[src/rtl/pwm_pkg.sv]
package pwm_pkg;
    localparam int PWM_NUM_CH  = 4;
    localparam int PWM_CMP_W   = 16;
    localparam int PWM_SHIFT_W = 4;
    localparam int PWM_ADDR_W  = 8;
    localparam int PWM_DATA_W  = 32;

    localparam int OFS_SETUP   = 'h00;
    localparam int OFS_COUNT   = 'h08;
    localparam int OFS_SCALED  = 'h10;
    localparam int OFS_THR0    = 'h20;
    localparam int THR_STRIDE  = 4;

    localparam int SETUP_EN_BIT = 12;

    typedef enum logic {
        TB_HOLD  = 1'b0,
        TB_COUNT = 1'b1
    } tb_state_t;
endpackage

[src/rtl/pwm_timebase.sv]
module pwm_timebase
    import pwm_pkg::*;
#(
    parameter int CMP_W   = PWM_CMP_W,
    parameter int SHIFT_W = PWM_SHIFT_W,
    localparam int CNT_W  = CMP_W + (1 << SHIFT_W) - 1
) (
    input  logic               clk,
    input  logic               rst_n,
    input  logic               cfg_en,
    input  logic [SHIFT_W-1:0] shift,
    output logic               run_active,
    output logic [CNT_W-1:0]   count,
    output logic [CMP_W-1:0]   scaled
);
    tb_state_t state_q, state_d;
    logic [CNT_W-1:0] shifted;
    logic             unused_shifted;

    // state register
    always_ff @(posedge clk or negedge rst_n) begin
        if (!rst_n) state_q <= TB_HOLD;
        else        state_q <= state_d;
    end

    // transitions: start (HOLD->COUNT), stop (COUNT->HOLD)
    always_comb begin
        state_d = state_q;
        unique case (state_q)
            TB_HOLD:  if (cfg_en)  state_d = TB_COUNT;
            TB_COUNT: if (!cfg_en) state_d = TB_HOLD;
        endcase
    end

    // outputs of the state machine
    always_comb begin
        run_active = 1'b0;
        unique case (state_q)
            TB_HOLD:  run_active = 1'b0;
            TB_COUNT: run_active = 1'b1;
        endcase
    end

    always_ff @(posedge clk or negedge rst_n) begin
        if (!rst_n)          count <= '0;
        else if (run_active) count <= count + 1'b1;
    end

    assign shifted        = count >> shift;
    assign scaled         = shifted[CMP_W-1:0];
    assign unused_shifted = ^shifted[CNT_W-1:CMP_W];
endmodule

[src/rtl/pwm_regfile.sv]
module pwm_regfile
    import pwm_pkg::*;
#(
    parameter int NUM_CH  = PWM_NUM_CH,
    parameter int CMP_W   = PWM_CMP_W,
    parameter int SHIFT_W = PWM_SHIFT_W,
    parameter int ADDR_W  = PWM_ADDR_W,
    parameter int DATA_W  = PWM_DATA_W,
    localparam int CNT_W  = CMP_W + (1 << SHIFT_W) - 1
) (
    input  logic                    clk,
    input  logic                    rst_n,
    input  logic                    wr,
    input  logic [ADDR_W-1:0]       addr,
    input  logic [DATA_W-1:0]       wdata,
    output logic [DATA_W-1:0]       rdata,
    input  logic [CNT_W-1:0]        count,
    input  logic [CMP_W-1:0]        scaled,
    output logic                    cfg_en,
    output logic [SHIFT_W-1:0]      shift,
    output logic [NUM_CH*CMP_W-1:0] thr_flat
);
    logic unused_wdata;
    assign unused_wdata = ^wdata;

    always_ff @(posedge clk or negedge rst_n) begin
        if (!rst_n) begin
            cfg_en <= 1'b0;
            shift  <= '0;
        end else if (wr && addr == ADDR_W'(OFS_SETUP)) begin
            cfg_en <= wdata[SETUP_EN_BIT];
            shift  <= wdata[SHIFT_W-1:0];
        end
    end

    for (genvar i = 0; i < NUM_CH; i++) begin : g_thr
        localparam logic [ADDR_W-1:0] THR_ADDR = ADDR_W'(OFS_THR0 + THR_STRIDE * i);
        always_ff @(posedge clk or negedge rst_n) begin
            if (!rst_n)
                thr_flat[i*CMP_W +: CMP_W] <= '0;
            else if (wr && addr == THR_ADDR)
                thr_flat[i*CMP_W +: CMP_W] <= wdata[CMP_W-1:0];
        end
    end

    always_comb begin
        rdata = '0;
        if (addr == ADDR_W'(OFS_SETUP)) begin
            rdata[SHIFT_W-1:0]  = shift;
            rdata[SETUP_EN_BIT] = cfg_en;
        end else if (addr == ADDR_W'(OFS_COUNT)) begin
            rdata[CNT_W-1:0] = count;
        end else if (addr == ADDR_W'(OFS_SCALED)) begin
            rdata[CMP_W-1:0] = scaled;
        end else begin
            for (int i = 0; i < NUM_CH; i++) begin
                if (addr == ADDR_W'(OFS_THR0 + THR_STRIDE * i))
                    rdata[CMP_W-1:0] = thr_flat[i*CMP_W +: CMP_W];
            end
        end
    end
endmodule

[src/rtl/pwm_channel.sv]
module pwm_channel
    import pwm_pkg::*;
#(
    parameter int CMP_W = PWM_CMP_W
) (
    input  logic             run_active,
    input  logic [CMP_W-1:0] scaled,
    input  logic [CMP_W-1:0] thr,
    output logic             out_n
);
    logic in_active;
    assign in_active = run_active && (scaled < thr);
    assign out_n     = ~in_active;
endmodule

[src/rtl/scaled_pwm.sv]
module scaled_pwm
    import pwm_pkg::*;
#(
    parameter int NUM_CH  = PWM_NUM_CH,
    parameter int CMP_W   = PWM_CMP_W,
    parameter int SHIFT_W = PWM_SHIFT_W,
    parameter int ADDR_W  = PWM_ADDR_W,
    parameter int DATA_W  = PWM_DATA_W
) (
    input  logic              clk,
    input  logic              rst_n,
    input  logic              bus_wr,
    input  logic [ADDR_W-1:0] bus_addr,
    input  logic [DATA_W-1:0] bus_wdata,
    output logic [DATA_W-1:0] bus_rdata,
    output logic [NUM_CH-1:0] pwm_n
);
    localparam int CNT_W = CMP_W + (1 << SHIFT_W) - 1;

    logic                    cfg_en;
    logic [SHIFT_W-1:0]      shift;
    logic                    run_active;
    logic [CNT_W-1:0]        count_q;
    logic [CMP_W-1:0]        scaled;
    logic [NUM_CH*CMP_W-1:0] thr_flat;

    pwm_regfile #(
        .NUM_CH(NUM_CH), .CMP_W(CMP_W), .SHIFT_W(SHIFT_W),
        .ADDR_W(ADDR_W), .DATA_W(DATA_W)
    ) i_regs (
        .clk(clk), .rst_n(rst_n), .wr(bus_wr), .addr(bus_addr),
        .wdata(bus_wdata), .rdata(bus_rdata), .count(count_q),
        .scaled(scaled), .cfg_en(cfg_en), .shift(shift), .thr_flat(thr_flat)
    );

    pwm_timebase #(.CMP_W(CMP_W), .SHIFT_W(SHIFT_W)) i_tbase (
        .clk(clk), .rst_n(rst_n), .cfg_en(cfg_en), .shift(shift),
        .run_active(run_active), .count(count_q), .scaled(scaled)
    );

    for (genvar i = 0; i < NUM_CH; i++) begin : g_ch
        pwm_channel #(.CMP_W(CMP_W)) i_ch (
            .run_active(run_active),
            .scaled(scaled),
            .thr(thr_flat[i*CMP_W +: CMP_W]),
            .out_n(pwm_n[i])
        );
    end
endmodule

[config.mk]
export PLATFORM = sky130hd
export DESIGN_NAME = scaled_pwm
export DESIGN_NICKNAME = d
export VERILOG_FILES = /design/src/rtl/pwm_pkg.sv /design/src/rtl/pwm_timebase.sv /design/src/rtl/pwm_regfile.sv /design/src/rtl/pwm_channel.sv /design/src/rtl/scaled_pwm.sv
export SDC_FILE = /design/constraint.sdc
export NUM_CORES = 1
export LEC_CHECK = 0
export ABC_AREA = 1
export CORE_ASPECT_RATIO = 1.5
export CORE_MARGIN = 2
export CORE_UTILIZATION = 45
export DETAILED_ROUTE_END_ITERATION = 6
export PLACE_DENSITY_LB_ADDON = 0.3
export SLEW_MARGIN = 30
export SYNTH_ARGS = -nofsm -noshare
export SYNTH_HDL_FRONTEND = slang
export SYNTH_HIERARCHICAL = 1
export SYNTH_SLANG_ARGS = --single-unit
export TNS_END_PERCENT = 50
[constraint.sdc]
create_clock -name clk -period 3.4 [get_ports clk]
set_input_delay 0.68 -clock clk [delete_from_list [all_inputs] [get_ports clk]]
set_output_delay 0.68 -clock clk [all_outputs]
set_load 0.01 [all_outputs]
==> reports/results.tsv, run 1 <==
metric	value	unit
status	complete, but fails checks	
failed_checks	negative setup slack	
worst_path_dominant_cell_family	buffers and inverters	
first_iter_violations	465	
portBuffers	61	
ant_nets	0	
final.setup.tns	-221	ps
grt_max_degree	62	
gp_congestion	0.995	
antenna_found_initial	0	
fin_crit_sh	102	%
synthTopCellsByCount	nand2_1 (421), nand3_1 (156), inv_1 (142)	
hold_violations	0	
ir_drop	0.211	mV
slowest_stage	clkdlybuf4s50_1	
worstReg2RegStart	i_tbase/state_q$_DFF_PN0_	
cts_root_buf	clkbuf_16	
grt_pass1_vias	7976	
synth.avg_cell_area	6.61	µm²
finalMaxSlewViolations	0	
cp_data_required_time	2720	ps
synth-adder-area-share	9.33	%
crit_start	bus_addr[3]	
swShare	33.0	%
n_antenna_cell	0	
holdWs	415	ps
firstDrtPassIters	5	
cts_buffers	9	
worst_pin_slew	824	ps
clock_power_share	34.0	%
multi_input_area	0.00549	mm²
wl_per_cell	16.0	µm
synthCells	1237	
slowest_delay	590	ps
hpwl	18700	µm
core-area	0.0179	mm²
cts_tree	done	
crit_chain	clkdlybuf4s50_1 > inv_1 > nand2_1 > nor2_2 > buf_4 > nand3_1 > nand3_1 > o21bai_1 > a21oi_1 > clkdlybuf4s50_1	
die_w	114	µm
synth_seq_cells	101	
yosys.area.top_type	dfrtp_1	
clock_latency	360	ps
synth_mux_area_share	0	%
synth_fp_nets	1341	
dp.cells	1529	
path_max_fanout	10	
timing.fmax	287	MHz
nets	1436	
worst_setup_path_start_kind	primary input	
register_area	0.00253	mm²
relSlewSlack	45.0	%
start_util	45.8	%
fillers	1647	
cts.sinks	101	
path_buf_inv	4	
pwr-share-comb	25.8	%
yosys_warnings	6	
synth-xor-area-share	1.71	%
p_leak	0.00499	µW
setup_ws	-81.2	ps
skew	11.1	ps
synth_top_cell_area_share	30.9	%
cp-end-kind	output pin	
clk_pin_slew	80	ps
viasPerCell	5.42	
final-setup-viol-count	7	
yosysMostFrequentCell	nand2_1	
drt-total-wl	24900	µm
power	3290	µW
die_h	169	µm
stdcell_count	1554	
synthSimpleGateAreaFrac	39.7	%
seqPwrFrac	40.2	%
power_density	316	mW/mm²
cp.arrival	2800	ps
synth_edf_count	0	
vias	8424	
synth_compound_area_share	8.72	%
synth-seq-area-share	30.9	%
maxCapViolations	0	
crit_type	in -> out	
synth-main-ff-cell	dfrtp_1	
syn_to_final_growth	27.1	%
cts_hold_buf	0	
syn_area	0.00818	mm²
dieArea	0.0193	mm²
ys_async_sr_fraction	100	%
netlist_top_cells_area	dfrtp_1 (31%), nand2_1 (19%), nand3_1 (9.5%)	
rows	60	
grt_overflow	0	
yosysUniqueCellTypes	34	
synth_top_family_by_area	simple AND/OR/NAND/NOR gates	
layout_min_cycle_time	3480	ps
grt_first_pass_wirelength	39100	µm
hp-class	in -> async	
internal-power	2200	µW
rsz0062_at_grt	yes	
drive_gt1_share	18.2	%
gr-usage-all-layers	25.9	%
clockBufferDepth	2	
power.switching	1090	µW
drcViolationCount	0	
htreeDepth	3	
io_pins	79	
state kept, by name (all words and copies together), names as in the netlist:
register,count
i_regs/thr_flat,64
i_tbase/state_q,1
i_tbase/count,31
i_regs/cfg_en,1
i_regs/shift,4
kinds of logic after synthesis:
| logic type | Yosys count |
|---|---|
| adder cells (fa/ha/maj) | 61 |
| AO/OA/AOI/OAI | 128 |
| other | 1 |
| XOR/XNOR | 16 |
| buffers and inverters | 193 |
| AND/OR/NAND/NOR | 737 |
| flip-flops | 101 |
layout by cell type, fill, tap and decap left out, drive strengths merged, types with 13 or more instances in the layout:
master and count:
o21ai 83, dfrtp 101, nor2 113, clkdlybuf4s50 44, nand3 156, inv 149
ha 61, a21oi 31, clkbuf 13, nand2 434, buf 70
stage by stage:
step / setup slack, ps / area [µm²] / utilization [%]
2_1_floorplan: 709 / 8180 / -
3_3_place_gp: -110 / 9370 / 52.5
3_5_place_dp: -118 / 9370 / 52.5
4_1_cts: -58.5 / 10000 / 56.1
5_1_grt: -150 / 10400 / 58.2
6_report: -81.2 / 10400 / 58.2
timing repair:
| action | 4_1_cts | 5_1_grt |
|---|---|---|
| gates resized for setup | 82 | 76 |
| cloned | 0 | 1 |
| setup buffers | 0 | 8 |
| endpoints found under the setup margin | 20 | 10 |
| pin swaps | 10 | 14 |
| hold endpoints to repair | 0 | 0 |
worst reg2reg max path, stage by stage, from the launching register on:
cell	delay, ps
dfrtp_1	750
nand2_1	240
nor2_4	190
nand2_4	100
nor2_4	140
nand2_1	80
xor2_1	140
per-layer routing:
metal / GRT usage, % / vias to the layer above / wire (µm)
li1: - / 4140 / -
met2: 46.8 / 269 / 13100
met4: 14.2 / 0 / 1370
met5: 0 / - / 0
met3: 2.47 / 84 / 989
met1: 29.5 / 3931 / 9400
power by group through the flow:
stage          Combinational (µW)  Clock (µW)  Sequential (µW)
6_report                      847        1120             1320
4_1_cts                       793        1140             1320
3_3_place_gp                  724           0             1340
2_1_floorplan                 507           0             1320
5_1_grt                       956        1180             1330
3_5_place_dp                  741           0             1340
cell type report:
class	count	share of cell area, %
multi-input combinational	943	52.8
sequential	101	24.3
timing repair buffer	129	11.8
inverter	148	5.48
tap	217	2.61
clock buffer	10	2.30
clock inverter	6	0.746
path summary, 6_finish.rpt:
path | endpoint | slack (ps) | depth (start not counted)
max | bus_rdata[9] | -80 | 10
min | i_regs/shift[1]$_DFFE_PN0P_ | 410 | 1
max reg2reg | i_tbase/count[18]$_DFFE_PN0P_ | 1650 | 6
min reg2reg | i_tbase/state_q$_DFF_PN0_ | 410 | 0
max in group asynchronous | i_regs/thr_flat[40]$_DFFE_PN0P_ | 2170 | 2
min in group clk | i_tbase/state_q$_DFF_PN0_ | 420 | 0
Note: power is estimated with default switching activity, not from simulation.
==> run 2: changes to the inputs <==
- DONT_BUFFER_PORTS: unset -> 1
- SLEW_MARGIN: 30 -> unset
==> run 2 against run 1 <==
Against the previous run:
- the flow now finishes without violations
- die area stayed put
- sequential power hardly changed
- wire length is 3.2% lower
- non-clock buffer count is 78 lower
- cell count is 5.0% lower
- worst setup slack better by 210 ps
- flip-flop and latch count stayed put
- hold slack worse by 390 ps
- fmax is 6.3% higher
- highest routed layer unchanged
==> reports/results.tsv, run 2 (synthesis gave the netlist of run 1 again) <==
metric	value	unit
status	completed	
timing.fmax	305	MHz
power	3090	µW
path_max_fanout	15	
slowest_stage	dfrtp_1	
antenna_found_initial	0	
first_iter_violations	624	
rows	60	
ant_nets	0	
worst_setup_path_start_kind	flip-flop	
die_w	114	µm
cts_tree	done	
hpwl	17900	µm
crit_chain	inv_2 > buf_12 > nand2_1 > nand3_1 > nand3_1 > nand2_1 > nand2_1 > nand2_2 > ha_1 > a21oi_1 > nor2_1 > nor3_1 > nand2_1 > nand2_1 > nand2_1	
worstReg2RegStart	i_tbase/state_q$_DFF_PN0_	
clock_latency	360	ps
crit_type	reg -> out	
cts.sinks	101	
n_antenna_cell	0	
dieArea	0.0193	mm²
cp_common_cell	nand2_1	
grt_first_pass_wirelength	38600	µm
viasPerCell	5.45	
ir_drop	0.262	mV
die_h	169	µm
hold_violations	0	
hp-class	in -> async	
layout_commonest_cell	nand2_1	
slowest_delay	410	ps
crit_end	pwm_n[3]	
reg2reg_depth	8	
crit_start	i_regs/shift[0]$_DFFE_PN0P_	
start_util	45.8	%
cp-end-kind	output pin	
portBuffers	0	
nets	1359	
post-cts-setup-buffers	0	
syn_to_final_growth	10.5	%
final_cell_mix	nand2_1 (408), nand3_1 (156), inv_1 (141)	
core-area	0.0179	mm²
cp_data_required_time	2720	ps
largest_reg_flops	64	
drive_gt1_share	10.2	%
relSlewSlack	44.5	%
vias	8051	
path_buf_inv	2	
htreeDepth	3	
layout_min_cycle_time	3270	ps
drcViolationCount	0	
worst_pin_slew	830	ps
clk_pin_slew	70	ps
grt_max_degree	102	
final.setup.tns	0	ps
finalMaxSlewViolations	0	
gr-usage-all-layers	25.6	%
p_leak	0.00446	µW
maxCapViolations	0	
fin_crit_sh	96.3	%
clockBufferDepth	2	
final-setup-viol-count	0	
drt-total-wl	24100	µm
cp.arrival	2590	ps
worst_path_dominant_cell_family	simple AND/OR/NAND/NOR gates	
rsz0062_at_grt	yes	
wl_per_cell	16.3	µm
regMostFlops	i_regs/thr_flat	
worst-path-stages	15	
r2r_end	i_tbase/count[25]$_DFFE_PN0P_	
skew	9.17	ps
reg.largest.list	i_regs/thr_flat x64, i_tbase/count x31, i_regs/shift x4	
grt_pass1_vias	7606	
gp_congestion	0.956	
cts_root_buf	clkbuf_16	
grt_overflow	0	
firstDrtPassIters	5	
io_pins	79	
reg2reg_slack	1750	ps
cts_buffers	9	
power_density	343	mW/mm²
-- run 2: worst min-delay path by stage --
stage,end,slack [ps]
after floorplan,i_tbase/state_q$_DFF_PN0_,370
after CTS,i_regs/thr_flat[16]$_DFFE_PN0P_,2
after global placement,i_regs/thr_flat[48]$_DFFE_PN0P_,390
final,i_regs/thr_flat[48]$_DFFE_PN0P_,20
after detailed placement,i_regs/thr_flat[48]$_DFFE_PN0P_,390
after global routing,i_regs/thr_flat[48]$_DFFE_PN0P_,10
-- run 2: cell type report --
cell class / count / area [µm²]
fillers: 1890 / 8840
multi-input cells: 943 / 4920
flip-flops and latches: 101 / 2530
inverters: 148 / 561
repair buffers: 51 / 440
well taps: 217 / 272
clock buffers: 10 / 229
clock inverters: 6 / 76.3
repair inverters: 1 / 5.00
-- run 2: metal layers --
layer / up-vias / share of wire [%] / GRT usage [%]
met1: 3747 / 40 / 29.8
met4: 0 / 6.0 / 15.7
met5: - / 0 / 0
li1: 3990 / - / -
met2: 241 / 51 / 44.9
met3: 73 / 3.7 / 2.43
-- run 2: report_power, final --
part | switching, µW | total [µW] | internal (µW)
clock | 500 | 1090 | 586
combinational | 439 | 691 | 251
sequential | 62.5 | 1320 | 1250
-- run 2: per-stage QoR --
step / utilization, % / setup slack (ps) / cell area (µm²) / hold WS [ps] / instances
final: 50.5 / 125 / 9030 / 21.8 / 1477
after detailed placement: 48.2 / 352 / 8600 / 393 / 1458
after global placement: 48.2 / 372 / 8600 / 392 / 1458
after floorplan: - / 709 / 8180 / 374 / 1237
after global routing: 50.5 / -14.7 / 9030 / 11.6 / 1477
after CTS: 49.9 / 29.4 / 8920 / 2.05 / 1474
-- run 2: what timing repair did --
item | 4_1_cts | 5_1_grt
pin swaps | 0 | 3
hold buffers | 0 | 1
endpoints found under the setup margin | 4 | 4
gates cloned | 0 | 2
endpoints found under the hold margin | 0 | 17
gates resized for setup | 3 | 25
